### src/rtl/tester_pkg.sv
package tester_pkg;

  typedef enum logic [2:0] {
    S_IDLE, S_WSET, S_WPUL, S_WHLD, S_GAP, S_RACC, S_RCMP, S_DONE
  } stateT;

  // one-cycle commands to the datapath
  typedef struct packed {
    logic clear;
    logic advance;
    logic flipChip;
    logic compare;
  } cmdT;

  // registered bus phase flags
  typedef struct packed {
    logic access;
    logic readEn;
    logic wePulse;
    logic drive;
  } phaseT;

endpackage

### src/rtl/tester_ctrl.sv
module tester_ctrl
  import tester_pkg::*;
#(
  parameter int WE_CYCLES = 2
) (
  input  logic  clk,
  input  logic  rstN,
  input  logic  start,
  input  logic  lastAddr,
  input  logic  chipSel,
  output cmdT   cmd,
  output phaseT phase,
  output logic  busy,
  output logic  done
);

  localparam int CW = $clog2(WE_CYCLES + 1);
  localparam logic [CW-1:0] PULSE_LAST = CW'(WE_CYCLES - 1);

  stateT state, nxt;
  logic [CW-1:0] pulseCnt;

  function automatic phaseT phaseOf(stateT s);
    phaseT p;
    p = '0;
    case (s)
      S_WSET, S_WHLD: begin p.access = 1'b1; p.drive = 1'b1; end
      S_WPUL: begin p.access = 1'b1; p.drive = 1'b1; p.wePulse = 1'b1; end
      S_RACC, S_RCMP: begin p.access = 1'b1; p.readEn = 1'b1; end
      default: ;
    endcase
    return p;
  endfunction

  always_comb begin
    cmd = '0;
    nxt = state;
    case (state)
      S_IDLE: if (start) begin cmd.clear = 1'b1; nxt = S_WSET; end
      S_WSET: nxt = S_WPUL;
      S_WPUL: if (pulseCnt == PULSE_LAST) nxt = S_WHLD;
      S_WHLD: begin
        cmd.flipChip = 1'b1;
        nxt = S_WSET;
        if (chipSel) begin
          cmd.advance = 1'b1;
          if (lastAddr) nxt = S_GAP;
        end
      end
      S_GAP:  nxt = S_RACC;
      S_RACC: nxt = S_RCMP;
      S_RCMP: begin
        cmd.compare = 1'b1;
        cmd.advance = 1'b1;
        nxt = S_RACC;
        if (lastAddr) begin
          if (!chipSel) begin cmd.flipChip = 1'b1; nxt = S_GAP; end
          else nxt = S_DONE;
        end
      end
      S_DONE: nxt = S_IDLE;
      default: nxt = S_IDLE;
    endcase
  end

  always_ff @(posedge clk) begin
    if (!rstN) begin
      state    <= S_IDLE;
      phase    <= '0;
      pulseCnt <= '0;
    end else begin
      state    <= nxt;
      phase    <= phaseOf(nxt);
      pulseCnt <= (state == S_WPUL) ? pulseCnt + 1'b1 : '0;
    end
  end

  assign busy = (state != S_IDLE) && (state != S_DONE);
  assign done = (state == S_DONE);

  p_done_single_r1: assert property (@(posedge clk) disable iff (!rstN)
    done |=> !done);
  p_done_not_busy_r1: assert property (@(posedge clk) disable iff (!rstN)
    done |-> !busy);
  p_busy_from_start_r1: assert property (@(posedge clk) disable iff (!rstN)
    $rose(busy) |-> $past(start));

endmodule

### src/rtl/tester_dpath.sv
module tester_dpath
  import tester_pkg::*;
#(
  parameter int PAGE_W = 7,
  parameter int OFF_W  = 8,
  parameter int DATA_W = 8
) (
  input  logic                      clk,
  input  logic                      rstN,
  input  cmdT                       cmd,
  input  phaseT                     phase,
  input  logic [DATA_W-1:0]         dataIn,
  output logic                      chipSel,
  output logic                      lastAddr,
  output logic [PAGE_W+OFF_W-1:0]   addr,
  output logic [DATA_W-1:0]         dataOut,
  output logic                      dataOe,
  output logic [1:0]                ceN,
  output logic [1:0]                oeN,
  output logic [1:0]                weN,
  output logic                      error
);

  localparam int CHIPS = 2;
  localparam logic [DATA_W-1:0] PAT_EVEN = {(DATA_W/2){2'b01}};
  localparam logic [DATA_W-1:0] PAT_ODD  = ~PAT_EVEN;

  logic [OFF_W-1:0]  offset;
  logic [PAGE_W-1:0] page;
  logic [DATA_W-1:0] expected;

  assign expected = offset[0] ? PAT_ODD : PAT_EVEN;
  assign lastAddr = (&offset) & (&page);

  always_ff @(posedge clk) begin
    if (!rstN) begin
      offset  <= '0;
      page    <= '0;
      chipSel <= 1'b0;
      error   <= 1'b0;
    end else if (cmd.clear) begin
      offset  <= '0;
      page    <= '0;
      chipSel <= 1'b0;
      error   <= 1'b0;
    end else begin
      if (cmd.compare && (dataIn != expected)) error <= 1'b1;
      if (cmd.flipChip) chipSel <= ~chipSel;
      if (cmd.advance) begin
        offset <= offset + 1'b1;
        if (&offset) page <= page + 1'b1;
      end
    end
  end

  for (genvar c = 0; c < CHIPS; c++) begin : g_chip
    logic hit;
    assign hit    = (chipSel == 1'(c));
    assign ceN[c] = ~(phase.access  & hit);
    assign oeN[c] = ~(phase.readEn  & hit);
    assign weN[c] = ~(phase.wePulse & hit);
  end

  assign addr    = {page, offset};
  assign dataOut = expected;
  assign dataOe  = phase.drive;

  p_one_chip_r5: assert property (@(posedge clk) disable iff (!rstN)
    $onehot0(~ceN) && $onehot0(~oeN) && $onehot0(~weN));
  p_bus_free_r6: assert property (@(posedge clk) disable iff (!rstN)
    dataOe |-> &oeN);
  p_turnaround_r6: assert property (@(posedge clk) disable iff (!rstN)
    !(&oeN) |-> !$past(dataOe));
  p_setup_stable_r3: assert property (@(posedge clk) disable iff (!rstN)
    $fell(&weN) |-> $stable(addr) && $stable(dataOut));
  p_hold_stable_r3: assert property (@(posedge clk) disable iff (!rstN)
    $rose(&weN) |-> $stable(addr) && $stable(dataOut));
  p_err_after_read_r7: assert property (@(posedge clk) disable iff (!rstN)
    $rose(error) |-> $past(!(&oeN)));

endmodule

### src/rtl/paged_sram_tester.sv
module paged_sram_tester
  import tester_pkg::*;
#(
  parameter int PAGE_W    = 7,
  parameter int OFF_W     = 8,
  parameter int DATA_W    = 8,
  parameter int WE_CYCLES = 2
) (
  input  logic                    clk,
  input  logic                    rstN,
  input  logic                    start,
  output logic                    busy,
  output logic                    done,
  output logic                    error,
  output logic [1:0]              ramCeN,
  output logic [1:0]              ramOeN,
  output logic [1:0]              ramWeN,
  output logic [PAGE_W+OFF_W-1:0] ramAddr,
  output logic [DATA_W-1:0]       ramDataOut,
  output logic                    ramDataOe,
  input  logic [DATA_W-1:0]       ramDataIn
);

  cmdT   cmd;
  phaseT phase;
  logic  lastAddr;
  logic  chipSel;

  tester_ctrl #(.WE_CYCLES(WE_CYCLES)) u_ctrl (
    .clk(clk), .rstN(rstN), .start(start), .lastAddr(lastAddr),
    .chipSel(chipSel), .cmd(cmd), .phase(phase), .busy(busy), .done(done)
  );

  tester_dpath #(.PAGE_W(PAGE_W), .OFF_W(OFF_W), .DATA_W(DATA_W)) u_dpath (
    .clk(clk), .rstN(rstN), .cmd(cmd), .phase(phase), .dataIn(ramDataIn),
    .chipSel(chipSel), .lastAddr(lastAddr), .addr(ramAddr),
    .dataOut(ramDataOut), .dataOe(ramDataOe), .ceN(ramCeN), .oeN(ramOeN),
    .weN(ramWeN), .error(error)
  );

  p_err_sticky_r8: assert property (@(posedge clk) disable iff (!rstN)
    $fell(error) |-> $past(start && !busy));

endmodule

### config.mk
export PLATFORM = sky130hd
export DESIGN_NAME = paged_sram_tester
export DESIGN_NICKNAME = d
export VERILOG_FILES = /design/src/rtl/tester_pkg.sv /design/src/rtl/tester_ctrl.sv /design/src/rtl/tester_dpath.sv /design/src/rtl/paged_sram_tester.sv
export SDC_FILE = /design/constraint.sdc
export NUM_CORES = 1
export LEC_CHECK = 0
export BUFFER_PORTS_ARGS = -buffer_cell sky130_fd_sc_hd__buf_2
export CORE_UTILIZATION = 52
export CTS_BUF_LIST = sky130_fd_sc_hd__clkbuf_8
export CTS_CLUSTER_DIAMETER = 200
export DETAILED_ROUTE_END_ITERATION = 8
export PLACE_DENSITY = 0.77
export SYNTH_ARGS = -nofsm -noshare
export SYNTH_HDL_FRONTEND = slang
export SYNTH_SLANG_ARGS = --single-unit
export TNS_END_PERCENT = 10
### constraint.sdc
create_clock -name clk -period 2.3 [get_ports clk]
set_input_delay 0.23 -clock clk [delete_from_list [all_inputs] [get_ports clk]]
set_output_delay 0.23 -clock clk [all_outputs]
set_load 0.005 [all_outputs]
After elaboration in Yosys (flattened, before gate mapping)
Cells that the tools add are included.
- $add $sub $neg: 3
- multipliers: 0
- divide/modulo/power cells: 0
- magnitude comparators: 0
- eq/ne operators: 15
- shifts and indexed selects: 0
- multiplexer cells: 19
- bitwise logic cells: 15
- reductions and logical operators: 12
- operators with widths (cell ; number):
    one-hot mux 3 bit (8 select lines) ; 1
    == test 3 bit (second input constant) ; 6
    == test 3 x 2 -> 1 bit (second input constant) ; 4
    2-to-1 mux 3 bit ; 4
    2-to-1 mux 1 bit ; 10
    AND reduction 9 bit ; 1
    adder 8 x 1 -> 8 bit (second input constant) ; 1
    2-to-1 mux 8 bit ; 1
    inequality test 8 bit ; 1
    inverter 1 bit ; 8
    AND reduction 8 bit ; 1
    adder 7 x 1 -> 7 bit (second input constant) ; 1
    AND 1 bit ; 7
    AND reduction 7 bit ; 1
    == test 3 x 1 -> 1 bit (second input constant) ; 2
    OR reduction 5 bit ; 1
    2-to-1 mux 2 bit ; 2
    one-hot mux 2 bit (2 select lines) ; 1
    OR reduction 2 bit ; 2
    logical NOT 3 bit ; 1
    inequality test 3 bit (second input constant) ; 1
    nonzero test 3 bit ; 1
    OR reduction 3 bit ; 1
    adder 2 x 1 -> 2 bit (second input constant) ; 1
    other kinds (3) ; 4
- register bits after elaboration: 26
- bits in latches: 0
- bits in writable memories: 0
- bits in read-only memories: 0
- input bits: 11
- output and inout bits: 33
- logic and storage cells: 74
- memories kept: 0

Longest topological paths before layout
Gate-level depths: netlist (run 1).
- depth in word-level cells: 8
- mapped depth: 7
- gate-level depth less buffers: 7

Hierarchy
From an unflattened synthesis (run 1), not the netlist that was laid out.
- cell total of the unflattened synthesis: 169
- area, all modules: 1495.2 sq um
- modules (own cells, without submodules) (module ; times used ; cells each ; area an instance (sq um) ; seq. area each (sq um)):
    tester_dpath ; 1 ; 109 ; 950.9 ; 340.3
    tester_ctrl ; 1 ; 60 ; 544.3 ; 180.2

Worst setup path before layout (run 1)
OpenSTA, ideal clock, no wires.
- kind: flip-flop to flip-flop
- start point: register u_dpath.offset[0]
- end point: register u_ctrl.phase[2] (netlist name)
- library setup time: 115 ps
- data arrival time: 1578 ps
- data required time: 2185 ps
- path slack: 607 ps
- cell stages (with the launch flop): 7
- buffers on the path: 0
- period minus slack after synthesis: 1693 ps
- cells stage by stage: dfxtp_1 ha_1 nand4_1 nor4_4 a311o_2 xor2_1 and3_1
- word-level cells in the longest chain between the ends: 8
- elaborated cells between the ends (all ways): 10
- those cells by class: eq/ne: 2; mux: 5; bitwise: 1; reduce/logical: 2
- ends and longest elaborated chain (what ; line ; source):
    start, declared ; tester_dpath.sv:28 ; logic [OFF_W-1:0] offset;
    start signal, assigned ; tester_dpath.sv:50 ; offset <= offset + 1'b1;
    AND reduction 8 bit * ; tester_dpath.sv:33 ; assign lastAddr = (&offset) & (&page);
    AND 1 bit * ; tester_dpath.sv:33 ;
    2-to-1 mux 3 bit ; tester_ctrl.sv:47 ; if (lastAddr) nxt = S_GAP;
    2-to-1 mux 3 bit ; tester_ctrl.sv:45 ; if (chipSel) begin
    one-hot mux 3 bit (8 select lines) * ; tester_ctrl.sv:38 ; case (state)
    == test 3 bit ; tester_ctrl.sv:26 ; case (s)
    OR reduction 2 bit * ; n/a ;
    2-to-1 mux 1 bit * ; tester_ctrl.sv:26 ;
Mark *: on every way between the ends. The rest lies on a longest branch, timed or not.
A chain may end at the register's enable or synchronous reset.

Final worst setup path (run 1)
- start point: register u_dpath.offset[0]
- end point: register u_ctrl.phase[2] (netlist name)
- word-level cells in the longest chain between the ends: 8
- elaborated cells between the ends (all ways): 10
- those cells by class: eq/ne: 2; mux: 5; bitwise: 1; reduce/logical: 2
- ends and longest elaborated chain (what ; line):
    AND reduction 8 bit * ; tester_dpath.sv:33
    AND 1 bit * ; tester_dpath.sv:33
    2-to-1 mux 3 bit ; tester_ctrl.sv:47
    2-to-1 mux 3 bit ; tester_ctrl.sv:45
    one-hot mux 3 bit (8 select lines) * ; tester_ctrl.sv:38
    == test 3 bit ; tester_ctrl.sv:26
    OR reduction 2 bit * ; n/a
    2-to-1 mux 1 bit * ; tester_ctrl.sv:26
Marked as above.

==> results.json, run 1 <==
{
  "outcome": "completed",
  "drive_gt1_share_pct": 29.4,
  "use_met1_pct": 25.0,
  "fmax_mhz": 538,
  "vias_per_cell": 5.26,
  "cts_root_buffer": "clkbuf_8",
  "postCtsSetupBuffers": 0,
  "use_met3_pct": 3.11,
  "required_ps": 2470,
  "critPathArrivalTime_ps": 2030,
  "syn_inst": 156,
  "yosysSeqAreaShare_pct": 37.6,
  "grt_max_degree": 18,
  "relSlewSlack_pct": 69.6,
  "rows": 18,
  "synthesis.area_um2": 1380,
  "gr-total-overflow": 0,
  "cp-end-kind": "flop",
  "min_path_cells": 2,
  "finalCriticalPeriod_ps": 1860,
  "clk_latency_ps": 270,
  "met2_usage_pct": 39.2,
  "fin_worst_skew_ps": 4.62,
  "path_max_fanout": 11,
  "p_leak_nw": 0.701,
  "cts_buffers": 3,
  "io_buffer_count": 43,
  "hold_slack_ps": 273,
  "drv_cap": 0,
  "grt_pass1_vias": 1043,
  "drc": 0,
  "floorplan.initialDensity_pct": 55.4,
  "period_share_pct": 80.8,
  "min_from": "rstN",
  "power_uw": 973,
  "die-width_um": 53.6,
  "antenna_left": 0,
  "cts_tree": "built",
  "antenna_found_initial": 0,
  "die_h_um": 53.6,
  "rsz0062_at_grt": "false",
  "critPathLaunchType": "flop",
  "worst_pin_slew_ps": 455,
  "synthFlopType": "dfxtp_1",
  "clk_pin_slew_ps": 90,
  "postSynthRegisterBits": 26,
  "synth_edf_count": 0,
  "drtIter0Drc": 13,
  "core-area_um2": 2500,
  "hold_path_class": "input pin to flop",
  "diodes": 0,
  "wl_um": 2780,
  "startpoint": "u_dpath.offset[0]",
  "h-tree-depth": 1,
  "hold_viol": 0,
  "maxSlewViolCount": 0,
  "mappedNetlistNets": 170,
  "globalplace.congestion": 0.831,
  "grt_usage_pct": 21.1,
  "dp.final_hpwl_um": 2120,
  "via_count": 1179,
  "drt-pass1-iter-count": 4,
  "routedWlPerCell_um": 12.4,
  "syn2layout_area_growth_pct": 19.3,
  "cts.sinks": 26,
  "grt_pass1_wl_um": 4450,
  "reg2reg_from": "u_dpath.offset[0]",
  "ctsHoldBuffers": 0,
  "syn_area_per_cell_um2": 8.87,
  "rr_worst_depth": 6,
  "tns_ps": 0,
  "synth_cell_types": 38,
  "ioPinCount": 44,
  "synthArstFlopShare_pct": 0,
  "ir_worst_vdd_uv": 471,
  "clk_path_buf_depth": 2,
  "grt-busiest-layer": "met2",
  "nets": 209,
  "yosysWarnings": 0,
  "setup_viol": 0,
  "p_per_area_nw_per_um2": 589,
  "die-area_um2": 2870,
  "post_cts_resized": 0,
  "worstSetupPathType": "flop to flop"
}
-- worst paths after layout --
path / to / slack [ps]
worst max-delay path: u_ctrl.phase[2] / 440
worst min-delay path: u_ctrl.state[2] / 270
worst max register to register: u_ctrl.phase[2] / 440
worst min register to register: u_ctrl.pulseCnt[0] / 430
-- stage by stage --
step / cells / util [%] / cell area (um2) / setup slack (ps)
floorplan: 156 / - / 1380 / 607
finish: 224 / 66.0 / 1650 / 442
detailed placement: 220 / 63.2 / 1580 / 432
global route: 224 / 66.0 / 1650 / 234
global placement: 220 / 63.2 / 1580 / 542
CTS: 224 / 66.0 / 1650 / 428
-- metal layers --
layer / up-vias / wire (um) / share of wire [%]
li1: 610 / - / -
met1: 547 / 1280 / 46
met2: 20 / 1400 / 50
met3: 2 / 94 / 3.4
met4: 0 / 10 / 0.36
met5: - / 0 / 0
-- cell usage in the layout (no fill, tap or decap), types with 2 or more instances in the layout --
cell type	synthesis	routed
nand4_1	9	9
nand4b_1	2	2
clkbuf_8	0	3
nor2_1	24	24
buf_2	4	43
dfxtp_1	26	26
and3_1	2	2
nor3b_1	4	4
ha_1	3	3
buf_4	8	3
inv_1	6	6
and2_1	2	2
mux2i_1	2	2
nand2_1	16	16
xor2_1	10	10
nor2b_1	4	4
a21oi_1	4	4
xnor2_1	4	4
o21ai_0	3	3
nand3b_1	2	2
nand3_1	2	2
nor4bb_1	2	2
-- area by class of cell --
type | count | area [um2]
timing repair buffer | 46 | 238
tap | 30 | 37.5
multi-input combinational | 112 | 761
inverter | 6 | 22.5
clock inverter | 1 | 30.0
fill | 225 | 850
clock buffer | 3 | 41.3
sequential | 26 | 520
-- cell usage after synthesis, types with 2 or more instances --
cell type   n  share of area, %
nand4_1     9               4.1
xor2_1     10               6.3
dfxtp_1    26                38
xnor2_1     4               2.5
nor3b_1     4               2.2
inv_1       6               1.6
and3_1      2              0.90
nor2_1     24               6.5
nand2_1    16               4.3
nor2b_1     4               1.8
nand3b_1    2               1.1
o21ai_0     3               1.1
nor4bb_1    2               1.4
a21oi_1     4               1.4
buf_2       4               1.4
buf_4       8               4.3
and2_1      2              0.90
nand3_1     2              0.72
nand4b_1    2               1.3
mux2i_1     2               1.4
ha_1        3               2.7
-- worst max-delay path, cell delays in order, from the launching register on --
cell       delay, ps
dfxtp_1          510
ha_1             280
nand4_1          170
nor4_4           270
o2bb2ai_1        180
xor2_1           170
and3_1           190
-- power breakdown --
group          leakage (nW)  internal [mW]  total [mW]  switching (mW)
Clock                0.0357          0.233       0.374           0.141
Combinational         0.454         0.0561       0.111          0.0553
Sequential            0.211          0.465       0.487          0.0222
-- cells by family after synthesis --
kind of cell / after synthesis / share of synthesized area [%]
flip-flops: 26 / 37.6
AND/OR/NAND/NOR: 75 / 30.3
XOR/XNOR: 14 / 8.86
buffers and inverters: 18 / 7.41
AO/OA/AOI/OAI: 18 / 11.7
adder cells (fa/ha/maj): 3 / 2.71
multiplexers: 2 / 1.45
-- state kept, by name, summed over array words and instances, names as in the netlist --
| signal | count |
|---|---|
| u_ctrl.phase | 4 |
| u_ctrl.state | 3 |
| u_dpath.chipSel | 1 |
| u_ctrl.pulseCnt | 2 |
| u_dpath.offset | 8 |
| u_dpath.page | 7 |
| u_dpath.error | 1 |
No activity file was read; power rests on OpenSTA's default activity.
==> run 2, diff against run 1 <==
==> constraint.sdc (replaced) <==
create_clock -name clk -period 1.9 [get_ports clk]
set_input_delay 0.19 -clock clk [delete_from_list [all_inputs] [get_ports clk]]
set_output_delay 0.19 -clock clk [all_outputs]
set_load 0.005 [all_outputs]
==> run 2 against run 1 <==
Compared with the run above: critical path depth unchanged; final cell count increased by 0.45%; sequential power increased by 20%; count of clock-buffer cells in the layout unchanged; worst setup slack got worse by 320 ps; clock power decreased by 18%; hold slack got worse by 12 ps; non-clock buffer count increased by 2; via count increased by 2.2%; total power increased by 6.2%; flip-flop and latch count unchanged; first-iteration DRC count increased by 110%; critical path type unchanged; critical endpoint unchanged.
==> results.json, run 2 (same netlist as run 1, synthesis figures left out) <==
{
  "critPathArrivalTime_ps": 1940,
  "cts_tree": "built",
  "relSlewSlack_pct": 72.1,
  "power.net_switching_uw": 258,
  "ir_worst_vdd_uv": 473,
  "syn2layout_area_growth_pct": 18.8,
  "cp_top_family": "simple AND/OR/NAND/NOR gates",
  "hold_path_class": "input pin to flop",
  "floorplan.initialDensity_pct": 55.4,
  "rsz0062_at_grt": "false",
  "clk_latency_ps": 260,
  "vias_per_cell": 5.36,
  "drtIter0Drc": 27,
  "final_common_cell": "buf_2",
  "ioPinCount": 44,
  "finalCriticalPeriod_ps": 1780,
  "antenna_found_initial": 0,
  "drive_gt1_share_pct": 30.3,
  "die-area_um2": 2870,
  "drc": 0,
  "required_ps": 2070,
  "grt_pass1_wl_um": 4570,
  "die_h_um": 53.6,
  "maxSlewViolCount": 0,
  "largest_register": "u_dpath.offset",
  "rows": 18,
  "fmax_mhz": 563,
  "postCtsSetupBuffers": 0,
  "drv_cap": 0,
  "p_seq_share_pct": 56.4,
  "fin_worst_skew_ps": 1.64,
  "worst_pin_slew_ps": 417,
  "p_per_area_nw_per_um2": 629,
  "grt_pass1_vias": 1040,
  "tns_ps": 0,
  "placed_area_um2": 1590,
  "utilization_pct": 65.8,
  "critPathMaxStageDelay_ps": 420,
  "power_mw": 1.03,
  "via_count": 1205,
  "cp_cell_sequence": "ha_1, nand2_1, nor4_4, o2bb2ai_1, xor2_1, and3_1",
  "cp-end-kind": "flop",
  "antenna_left": 0,
  "clk_path_buf_depth": 2,
  "diodes": 0,
  "outcome": "completed",
  "crit_buf_inv": 0,
  "critPathLaunchType": "flop",
  "stdcell_area_um2": 1640,
  "combPwrFrac_pct": 14.1,
  "cts_root_buffer": "clkbuf_8",
  "fillCellCount": 218,
  "dp.final_hpwl_um": 2250,
  "worstSetupPathType": "flop to flop",
  "netSwitchingFraction_pct": 25.0,
  "grt_max_degree": 18,
  "hold_viol": 0,
  "layout_common_cells": "43 x buf_2, 25 x dfxtp_1, 24 x nor2_1",
  "reg_top3": "u_dpath.offset: 8 flops, u_dpath.page: 7 flops, u_ctrl.phase: 4 flops",
  "nets": 211,
  "gr-total-overflow": 0,
  "cts_buffers": 3,
  "largest_reg_flops": 8,
  "path_max_fanout": 5,
  "pwr-share-clk_pct": 29.5,
  "io_buffer_count": 43,
  "drt-pass1-iter-count": 4,
  "period_share_pct": 93.5,
  "p_int_uw": 775,
  "wl_um": 3010,
  "routedWlPerCell_um": 13.4,
  "h-tree-depth": 1,
  "cts.sinks": 26,
  "clk_pin_slew_ps": 80,
  "die-width_um": 53.6,
  "grt_usage_pct": 22.2,
  "core-area_um2": 2500,
  "p_leak_nw": 0.698,
  "globalplace.congestion": 0.821,
  "cpMaxStageDelayCell": "dfxtp_1",
  "setup_viol": 0
}
run 2: cell types whose count changed in the layout (fill, tap and decap cells not counted):
| cell | previous run | this run |
|---|---|---|
| a211oi_4 | 0 | 1 |
| bufinv_16 | 1 | 0 |
| o21ai_0 | 3 | 2 |
| dfxtp_1 | 26 | 25 |
| dfxtp_2 | 0 | 1 |
| buf_4 | 3 | 5 |
| a211oi_2 | 1 | 0 |
| o21ai_1 | 0 | 1 |
run 2: power by group through the flow:
| stage | clock network [mW] | logic (mW) | registers (mW) |
|---|---|---|---|
| finish | 0.305 | 0.146 | 0.583 |
| floorplan | 0 | 0.104 | 0.585 |
| detailed placement | 0 | 0.143 | 0.595 |
| global route | 0.338 | 0.160 | 0.587 |
| global placement | 0 | 0.140 | 0.594 |
| CTS | 0.317 | 0.144 | 0.583 |
run 2: worst paths after layout:
| check | start | cells past startpoint | slack, ps | to |
|---|---|---|---|---|
| setup reg to reg | u_dpath.page[0] | 6 | 120 | u_ctrl.phase[2] |
| setup / recovery | u_dpath.page[0] | 6 | 120 | u_ctrl.phase[2] |
| hold reg to reg | u_ctrl.pulseCnt[0] | 1 | 420 | u_ctrl.pulseCnt[0] |
| hold / removal | rstN | 2 | 260 | u_ctrl.state[0] |
run 2: what timing repair did:
item | CTS | global route
hold buffers | 0 | 0
gates resized for setup | 0 | 3
endpoints found under the setup margin | 0 | 7
endpoints found under the hold margin | 0 | 0
run 2: per-stage QoR:
step           hold slack [ps]  std cells  setup WS, ps
6_report                   261        225           124
5_1_grt                    245        225          14.3
4_1_cts                    252        225          95.0
3_5_place_dp               413        222           132
3_3_place_gp               407        222           203
2_1_floorplan              312        156           207
run 2: final cells by class:
type                       instances  area [um2]  area share [%]
inverter                           6        22.5            1.37
clock buffer                       3        41.3            2.51
timing repair buffer              48         253            15.4
tap                               30        37.5            2.28
sequential                        26         522            31.7
multi-input combinational        112         768            46.7
run 2: layer usage:
layer  global-route usage, %  routed length (um)  up-vias
met4                    9.21                  39        0
met2                    37.7                1520       29
met3                    4.24                 105        5
met1                    27.2                1340      556
met5                       0                   0        -
li1                        -                   -      615
